File: config.mk
export PLATFORM = sky130hd
export DESIGN_NAME = tmr_updown
export DESIGN_NICKNAME = d
export VERILOG_FILES = /design/src/rtl/tmr_pkg.sv /design/src/rtl/tmr_tick_gen.sv /design/src/rtl/tmr_core.sv /design/src/rtl/tmr_flags.sv /design/src/rtl/tmr_updown.sv
export SDC_FILE = /design/constraint.sdc
export NUM_CORES = 1
export LEC_CHECK = 0
export ABC_AREA = 1
export BUFFER_PORTS_ARGS = -buffer_cell sky130_fd_sc_hd__buf_4
export CORE_ASPECT_RATIO = 0.8
export CORE_MARGIN = 3
export CORE_UTILIZATION = 35
export DETAILED_ROUTE_END_ITERATION = 16
export GPL_TIMING_DRIVEN = 0
export SLEW_MARGIN = 30
export SYNTH_ARGS = -nofsm -noshare
export SYNTH_HDL_FRONTEND = slang
export SYNTH_SLANG_ARGS = --single-unit
File: constraint.sdc
create_clock -name clk -period 3.4 [get_ports clk]
set_input_delay 0.68 -clock clk [delete_from_list [all_inputs] [get_ports clk]]
set_output_delay 0.68 -clock clk [all_outputs]
set_load 0.01 [all_outputs]
File: src/rtl/tmr_pkg.sv
package tmr_pkg;

    localparam int CODE_W = 4;
    localparam int SRC_W  = 2;
    localparam int DIR_W  = 2;
    localparam int NFLAG  = 2;

    localparam logic [7:0] OFS_CTRL = 8'h00;
    localparam logic [7:0] OFS_CMD  = 8'h04;
    localparam logic [7:0] OFS_IEN  = 8'h0C;
    localparam logic [7:0] OFS_FLG  = 8'h10;
    localparam logic [7:0] OFS_FSET = 8'h14;
    localparam logic [7:0] OFS_FCLR = 8'h18;
    localparam logic [7:0] OFS_TOP  = 8'h1C;
    localparam logic [7:0] OFS_CNT  = 8'h24;

    localparam int CODE_LSB = 24;
    localparam int SRC_LSB  = 16;
    localparam int OS_BIT   = 4;
    localparam int DIR_LSB  = 0;

    localparam int CMD_GO   = 0;
    localparam int CMD_HALT = 1;

    localparam int FLG_OVF  = 0;
    localparam int FLG_UNF  = 1;

    typedef enum logic {
        TMR_STOPPED = 1'b0,
        TMR_RUNNING = 1'b1
    } tmr_state_e;

    typedef struct packed {
        logic [CODE_W-1:0] code;
        logic [SRC_W-1:0]  src;
        logic              single;
        logic [DIR_W-1:0]  dir;
    } tmr_ctrl_t;

endpackage

File: src/rtl/tmr_tick_gen.sv
module tmr_tick_gen #(
    parameter int CODE_W = 4,
    parameter int SRC_W  = 2
) (
    input  logic              clk,
    input  logic              rst_n,
    input  logic              run,
    input  logic [CODE_W-1:0] code,
    input  logic [SRC_W-1:0]  src,
    output logic              tick
);
    localparam int PRE_W = (1 << CODE_W) - 1;

    logic [PRE_W-1:0] pre_q;
    logic [PRE_W-1:0] mask;

    always_comb mask = ~({PRE_W{1'b1}} << code);

    always_ff @(posedge clk or negedge rst_n) begin
        if (!rst_n)   pre_q <= '0;
        else if (run) pre_q <= pre_q + 1'b1;
        else          pre_q <= '0;
    end

    assign tick = run && (src == '0) && ((pre_q & mask) == mask);
endmodule

File: src/rtl/tmr_core.sv
module tmr_core
    import tmr_pkg::*;
#(
    parameter int CW = 16
) (
    input  logic          clk,
    input  logic          rst_n,
    input  logic          tick,
    input  logic          go,
    input  logic          halt,
    input  logic          single,
    input  logic          down,
    input  logic [CW-1:0] top,
    input  logic          cnt_load,
    input  logic [CW-1:0] cnt_wdata,
    output logic [CW-1:0] cnt,
    output logic          running,
    output logic          ovf_evt,
    output logic          unf_evt
);
    tmr_state_e    state_q, state_d;
    logic [CW-1:0] cnt_q, cnt_d;

    always_ff @(posedge clk or negedge rst_n) begin
        if (!rst_n) begin
            state_q <= TMR_STOPPED;
            cnt_q   <= '0;
        end else begin
            state_q <= state_d;
            cnt_q   <= cnt_d;
        end
    end

    always_comb begin
        state_d = state_q;
        ovf_evt = tick && !down && (cnt_q == top);
        unf_evt = tick && down && (cnt_q == '0);
        cnt_d   = cnt_q;
        unique case (state_q)
            TMR_STOPPED: begin
                if (go && !halt) state_d = TMR_RUNNING;
            end
            TMR_RUNNING: begin
                if (halt)                          state_d = TMR_STOPPED;
                else if (unf_evt && single && !go) state_d = TMR_STOPPED;
            end
            default: state_d = TMR_STOPPED;
        endcase
        if (cnt_load) begin
            cnt_d = cnt_wdata;
        end else if (tick) begin
            if (down) cnt_d = (cnt_q == '0) ? top : cnt_q - 1'b1;
            else      cnt_d = (cnt_q == top) ? '0 : cnt_q + 1'b1;
        end
    end

    assign cnt     = cnt_q;
    assign running = (state_q == TMR_RUNNING);
endmodule

File: src/rtl/tmr_flags.sv
module tmr_flags #(
    parameter int NF = 2
) (
    input  logic          clk,
    input  logic          rst_n,
    input  logic [NF-1:0] hw_set,
    input  logic [NF-1:0] sw_set,
    input  logic [NF-1:0] sw_clr,
    input  logic [NF-1:0] ien,
    output logic [NF-1:0] flags,
    output logic          irq
);
    for (genvar i = 0; i < NF; i++) begin : g_flag
        logic f_q;
        always_ff @(posedge clk or negedge rst_n) begin
            if (!rst_n) f_q <= 1'b0;
            else        f_q <= hw_set[i] | ((f_q | sw_set[i]) & ~sw_clr[i]);
        end
        assign flags[i] = f_q;
    end

    assign irq = |(flags & ien);
endmodule

File: src/rtl/tmr_updown.sv
module tmr_updown
    import tmr_pkg::*;
#(
    parameter int ADDR_W = 8,
    parameter int DATA_W = 32,
    parameter int CNT_W  = 16
) (
    input  logic              clk,
    input  logic              rst_n,
    input  logic [ADDR_W-1:0] bus_addr,
    input  logic [DATA_W-1:0] bus_wdata,
    input  logic              bus_wr,
    input  logic              bus_rd,
    output logic [DATA_W-1:0] bus_rdata,
    output logic              irq
);
    tmr_ctrl_t         ctrl_q;
    logic [CNT_W-1:0]  top_q;
    logic [NFLAG-1:0]  ien_q;
    logic [CNT_W-1:0]  cnt;
    logic [NFLAG-1:0]  flags;
    logic              running, tick, ovf_evt, unf_evt;
    logic              single_en, count_down;
    logic              wr_ctrl, wr_cmd, wr_ien, wr_fset, wr_fclr, wr_top, wr_cnt;
    logic [DATA_W-1:0] rd_mux;

    assign wr_ctrl = bus_wr && (bus_addr == ADDR_W'(OFS_CTRL));
    assign wr_cmd  = bus_wr && (bus_addr == ADDR_W'(OFS_CMD));
    assign wr_ien  = bus_wr && (bus_addr == ADDR_W'(OFS_IEN));
    assign wr_fset = bus_wr && (bus_addr == ADDR_W'(OFS_FSET));
    assign wr_fclr = bus_wr && (bus_addr == ADDR_W'(OFS_FCLR));
    assign wr_top  = bus_wr && (bus_addr == ADDR_W'(OFS_TOP));
    assign wr_cnt  = bus_wr && (bus_addr == ADDR_W'(OFS_CNT));

    always_ff @(posedge clk or negedge rst_n) begin
        if (!rst_n) begin
            ctrl_q <= '0;
            top_q  <= '0;
            ien_q  <= '0;
        end else begin
            if (wr_ctrl) begin
                ctrl_q.code   <= bus_wdata[CODE_LSB +: CODE_W];
                ctrl_q.src    <= bus_wdata[SRC_LSB +: SRC_W];
                ctrl_q.single <= bus_wdata[OS_BIT];
                ctrl_q.dir    <= bus_wdata[DIR_LSB +: DIR_W];
            end
            if (wr_top) top_q <= bus_wdata[CNT_W-1:0];
            if (wr_ien) ien_q <= bus_wdata[NFLAG-1:0];
        end
    end

    assign single_en  = ctrl_q.single;
    assign count_down = (ctrl_q.dir == DIR_W'(1));

    tmr_tick_gen #(.CODE_W(CODE_W), .SRC_W(SRC_W)) u_tick (
        .clk   (clk),
        .rst_n (rst_n),
        .run   (running),
        .code  (ctrl_q.code),
        .src   (ctrl_q.src),
        .tick  (tick)
    );

    tmr_core #(.CW(CNT_W)) u_core (
        .clk       (clk),
        .rst_n     (rst_n),
        .tick      (tick),
        .go        (wr_cmd && bus_wdata[CMD_GO]),
        .halt      (wr_cmd && bus_wdata[CMD_HALT]),
        .single    (single_en),
        .down      (count_down),
        .top       (top_q),
        .cnt_load  (wr_cnt),
        .cnt_wdata (bus_wdata[CNT_W-1:0]),
        .cnt       (cnt),
        .running   (running),
        .ovf_evt   (ovf_evt),
        .unf_evt   (unf_evt)
    );

    tmr_flags #(.NF(NFLAG)) u_flags (
        .clk    (clk),
        .rst_n  (rst_n),
        .hw_set ({unf_evt, ovf_evt}),
        .sw_set (wr_fset ? bus_wdata[NFLAG-1:0] : '0),
        .sw_clr (wr_fclr ? bus_wdata[NFLAG-1:0] : '0),
        .ien    (ien_q),
        .flags  (flags),
        .irq    (irq)
    );

    always_comb begin
        rd_mux = '0;
        case (bus_addr)
            ADDR_W'(OFS_CTRL): begin
                rd_mux[CODE_LSB +: CODE_W] = ctrl_q.code;
                rd_mux[SRC_LSB +: SRC_W]   = ctrl_q.src;
                rd_mux[OS_BIT]             = ctrl_q.single;
                rd_mux[DIR_LSB +: DIR_W]   = ctrl_q.dir;
            end
            ADDR_W'(OFS_IEN): rd_mux[NFLAG-1:0] = ien_q;
            ADDR_W'(OFS_FLG): rd_mux[NFLAG-1:0] = flags;
            ADDR_W'(OFS_TOP): rd_mux[CNT_W-1:0] = top_q;
            ADDR_W'(OFS_CNT): rd_mux[CNT_W-1:0] = cnt;
            default:          rd_mux = '0;
        endcase
    end

    assign bus_rdata = bus_rd ? rd_mux : '0;
endmodule

==> results_dict.tcl <==
set metrics [dict create \
    fillers 1458 \
    synth_flop_cell "dfrtp_1" \
    drtIter0Drc 457 \
    dr.pass1.iters 8 \
    tightestPinTransition_ns 0.8212 \
    hold_violations 0 \
    grt_pass1_vias 4668 \
    syn_area_sq_um 4940 \
    die_x_um 138.8 \
    synthArstFlopShare_pct 100.0 \
    synth_edf_count 0 \
    timing.fmax_mhz 344.9 \
    antenna_found_initial 0 \
    area_delta_synth_final_pct 20.69 \
    ys_seq_area_share_pct 30.90 \
    synth_compound_area_share_pct 10.31 \
    drive_gt1_share_pct 19.34 \
    cts_sinks 61 \
    p_leak_nw 3.366 \
    postPlaceCellArea_sq_um 5612 \
    synth_cell_type_count 45 \
    start_util_pct 36.07 \
    setup_tns_ns 0 \
    critical_path_class "in2out" \
    grt_pass1_wl_um 25440 \
    antenna_left 0 \
    drv_cap 0 \
    setup_violations 0 \
    htreeDepth 3 \
    cts_setup_buffers 0 \
    core_sq_um 13690 \
    rsz0062_at_grt "no" \
    synth.area.mux_share_pct 1.748 \
    wl_per_cell_um 15.37 \
    cp_max_fo 10 \
    syn_area_per_cell_sq_um 6.657 \
    synth-adder-area-share_pct 1.013 \
    hpwl_um 11520 \
    ys_warn_count 0 \
    final_cell_mix "nand2_1 (227), nor2_1 (86), inv_1 (76)" \
    slew_headroom_pct 45.25 \
    cts_root_buf "clkbuf_16" \
    layout_commonest_cell "nand2_1" \
    synth-seq-cells 61 \
    cp-start-kind "input port" \
    grtUsageTotal_pct 20.42 \
    drc 0 \
    whs_ns 0.4356 \
    outcome "completed" \
    rows 38 \
    cts-resized-gates 0 \
    final_area_sq_um 5962 \
    peakVddDrop_v 0.0003172 \
    hp-class "in2async" \
    power_density_nw_per_um2 418.3 \
    fin_crit_ns 2.900 \
    io_pins 77 \
    grt_max_degree 62 \
    post-route-period-util_pct 85.28 \
    required_ns 2.72 \
    end_kind "output pin" \
    synth-simple-area-share_pct 38.48 \
    slew_violations 0 \
    antenna_cells 0 \
    routed_wl_um 15400 \
    die_h_um 112.3 \
    syn-instance-count 742 \
    fin_skew_ns 0.006190 \
    r2r.worst_path.cells 11 \
    synth_top_family_by_area "simple AND/OR/NAND/NOR gates" \
    grt.overflow.total 0 \
    cts_buffer_depth 2 \
    layout.nets 865 \
    insertion_delay_ns 0.34 \
    port_buffers 55 \
    vias 4906 \
    gp_congestion 0.9392 \
    synth-xor-area-share_pct 5.319 \
    tritoncts "built" \
    worstPathArrival_ns 2.22 \
    cts_buffers 9 \
    viasPerCell 4.896 \
    cts.reportedPaths.clkPinSlew_ns 0.06 \
    dieArea_sq_um 15580 \
    postCtsHoldBufs 0 \
]
[cell usage after synthesis (5+ instances only)]
cell type | count | area share [%]
inv_1 | 76 | 5.8
o21ai_0 | 33 | 3.3
xor2_1 | 27 | 4.8
nand4_1 | 8 | 1.0
nor2_4 | 6 | 1.4
nor2_2 | 12 | 1.5
dfrtp_1 | 61 | 31
nor2_1 | 86 | 6.5
nand2_1 | 227 | 17
inv_2 | 5 | 0.38
nand3_2 | 7 | 1.4
buf_4 | 16 | 2.4
nand3_1 | 53 | 5.4
nand2_2 | 8 | 1.0
buf_2 | 7 | 0.71
mux2_2 | 5 | 1.1
a21oi_1 | 43 | 4.4
buf_6 | 10 | 2.3
nor3_1 | 6 | 0.61
[flip-flops by register name (all words and copies together), names as in the netlist]
| signal | cells |
|---|---|
| ien_q | 2 |
| u_core.running | 1 |
| u_tick.pre_q | 15 |
| u_core.cnt | 16 |
| ctrl_q | 8 |
| u_flags.g_flag.f_q | 2 |
| single_en | 1 |
| top_q | 16 |
[worst paths after layout]
check	end	slack, ns	start
max	bus_rdata[11]	0.50	bus_addr[1]
min	u_core.cnt[8]$_DFFE_PN0P_	0.44	rst_n
max reg2reg	u_core.cnt[2]$_DFFE_PN0P_	1.30	u_core.cnt[0]$_DFFE_PN0P_
min reg2reg	ctrl_q[0]$_DFFE_PN0P_	0.49	ctrl_q[0]$_DFFE_PN0P_
max in group asynchronous	ien_q[0]$_DFFE_PN0P_	2.43	rst_n
min in group clk	ctrl_q[0]$_DFFE_PN0P_	0.49	ctrl_q[0]$_DFFE_PN0P_
[metal layers]
layer / up-vias / GRT usage [%] / routed length, um
met5: - / 0 / 0
met4: 0 / 5.802 / 274
met3: 23 / 3.663 / 970
met2: 164 / 29.76 / 6393
met1: 2246 / 30.91 / 7759
li1: 2473 / - / -
[worst max-delay path: stages]
cell and delay (ns):
buf_4 0.11, nor2_1 0.13, nand2_1 0.10, nor2_2 0.20, nand2_1 0.17, inv_1 0.19, buf_4 0.21, nand2_1 0.07
a21oi_1 0.20, buf_4 0.16
[power by group]
group | switching (mW) | internal, mW
Sequential | 0.0645 | 0.792
Clock | 0.360 | 0.739
Combinational | 0.347 | 0.192
[stage by stage]
step | util [%] | total power [mW] | instances | worst slack, ns
2_1_floorplan | - | 1.232 | 751 | 1.012
3_3_place_gp | 40.98 | 1.395 | 986 | 0.5137
3_5_place_dp | 40.98 | 1.399 | 986 | 0.5269
4_1_cts | 43.54 | 2.513 | 1002 | 0.5154
5_1_grt | 43.54 | 2.626 | 1002 | 0.3133
6_report | 43.54 | 2.494 | 1002 | 0.5004
[cells by family after synthesis]
group                    after synthesis
multiplexers                           7
flip-flops                            61
buffers and inverters                121
AO/OA/AOI/OAI                         93
other                                  1
XOR/XNOR                              30
adder cells (fa/ha/maj)                4
AND/OR/NAND/NOR                      425
[layout make-up]
class / instances / area, sq um / area share, %
inverter: 84 / 317.8 / 5.331
clock inverter: 5 / 107.6 / 1.805
tap: 180 / 225.2 / 3.778
timing repair buffer: 55 / 412.9 / 6.925
clock buffer: 11 / 242.7 / 4.071
sequential: 61 / 1526 / 25.60
buffer: 37 / 282.8 / 4.743
multi-input combinational: 569 / 2846 / 47.74
Power figures use the tool's default switching activity.
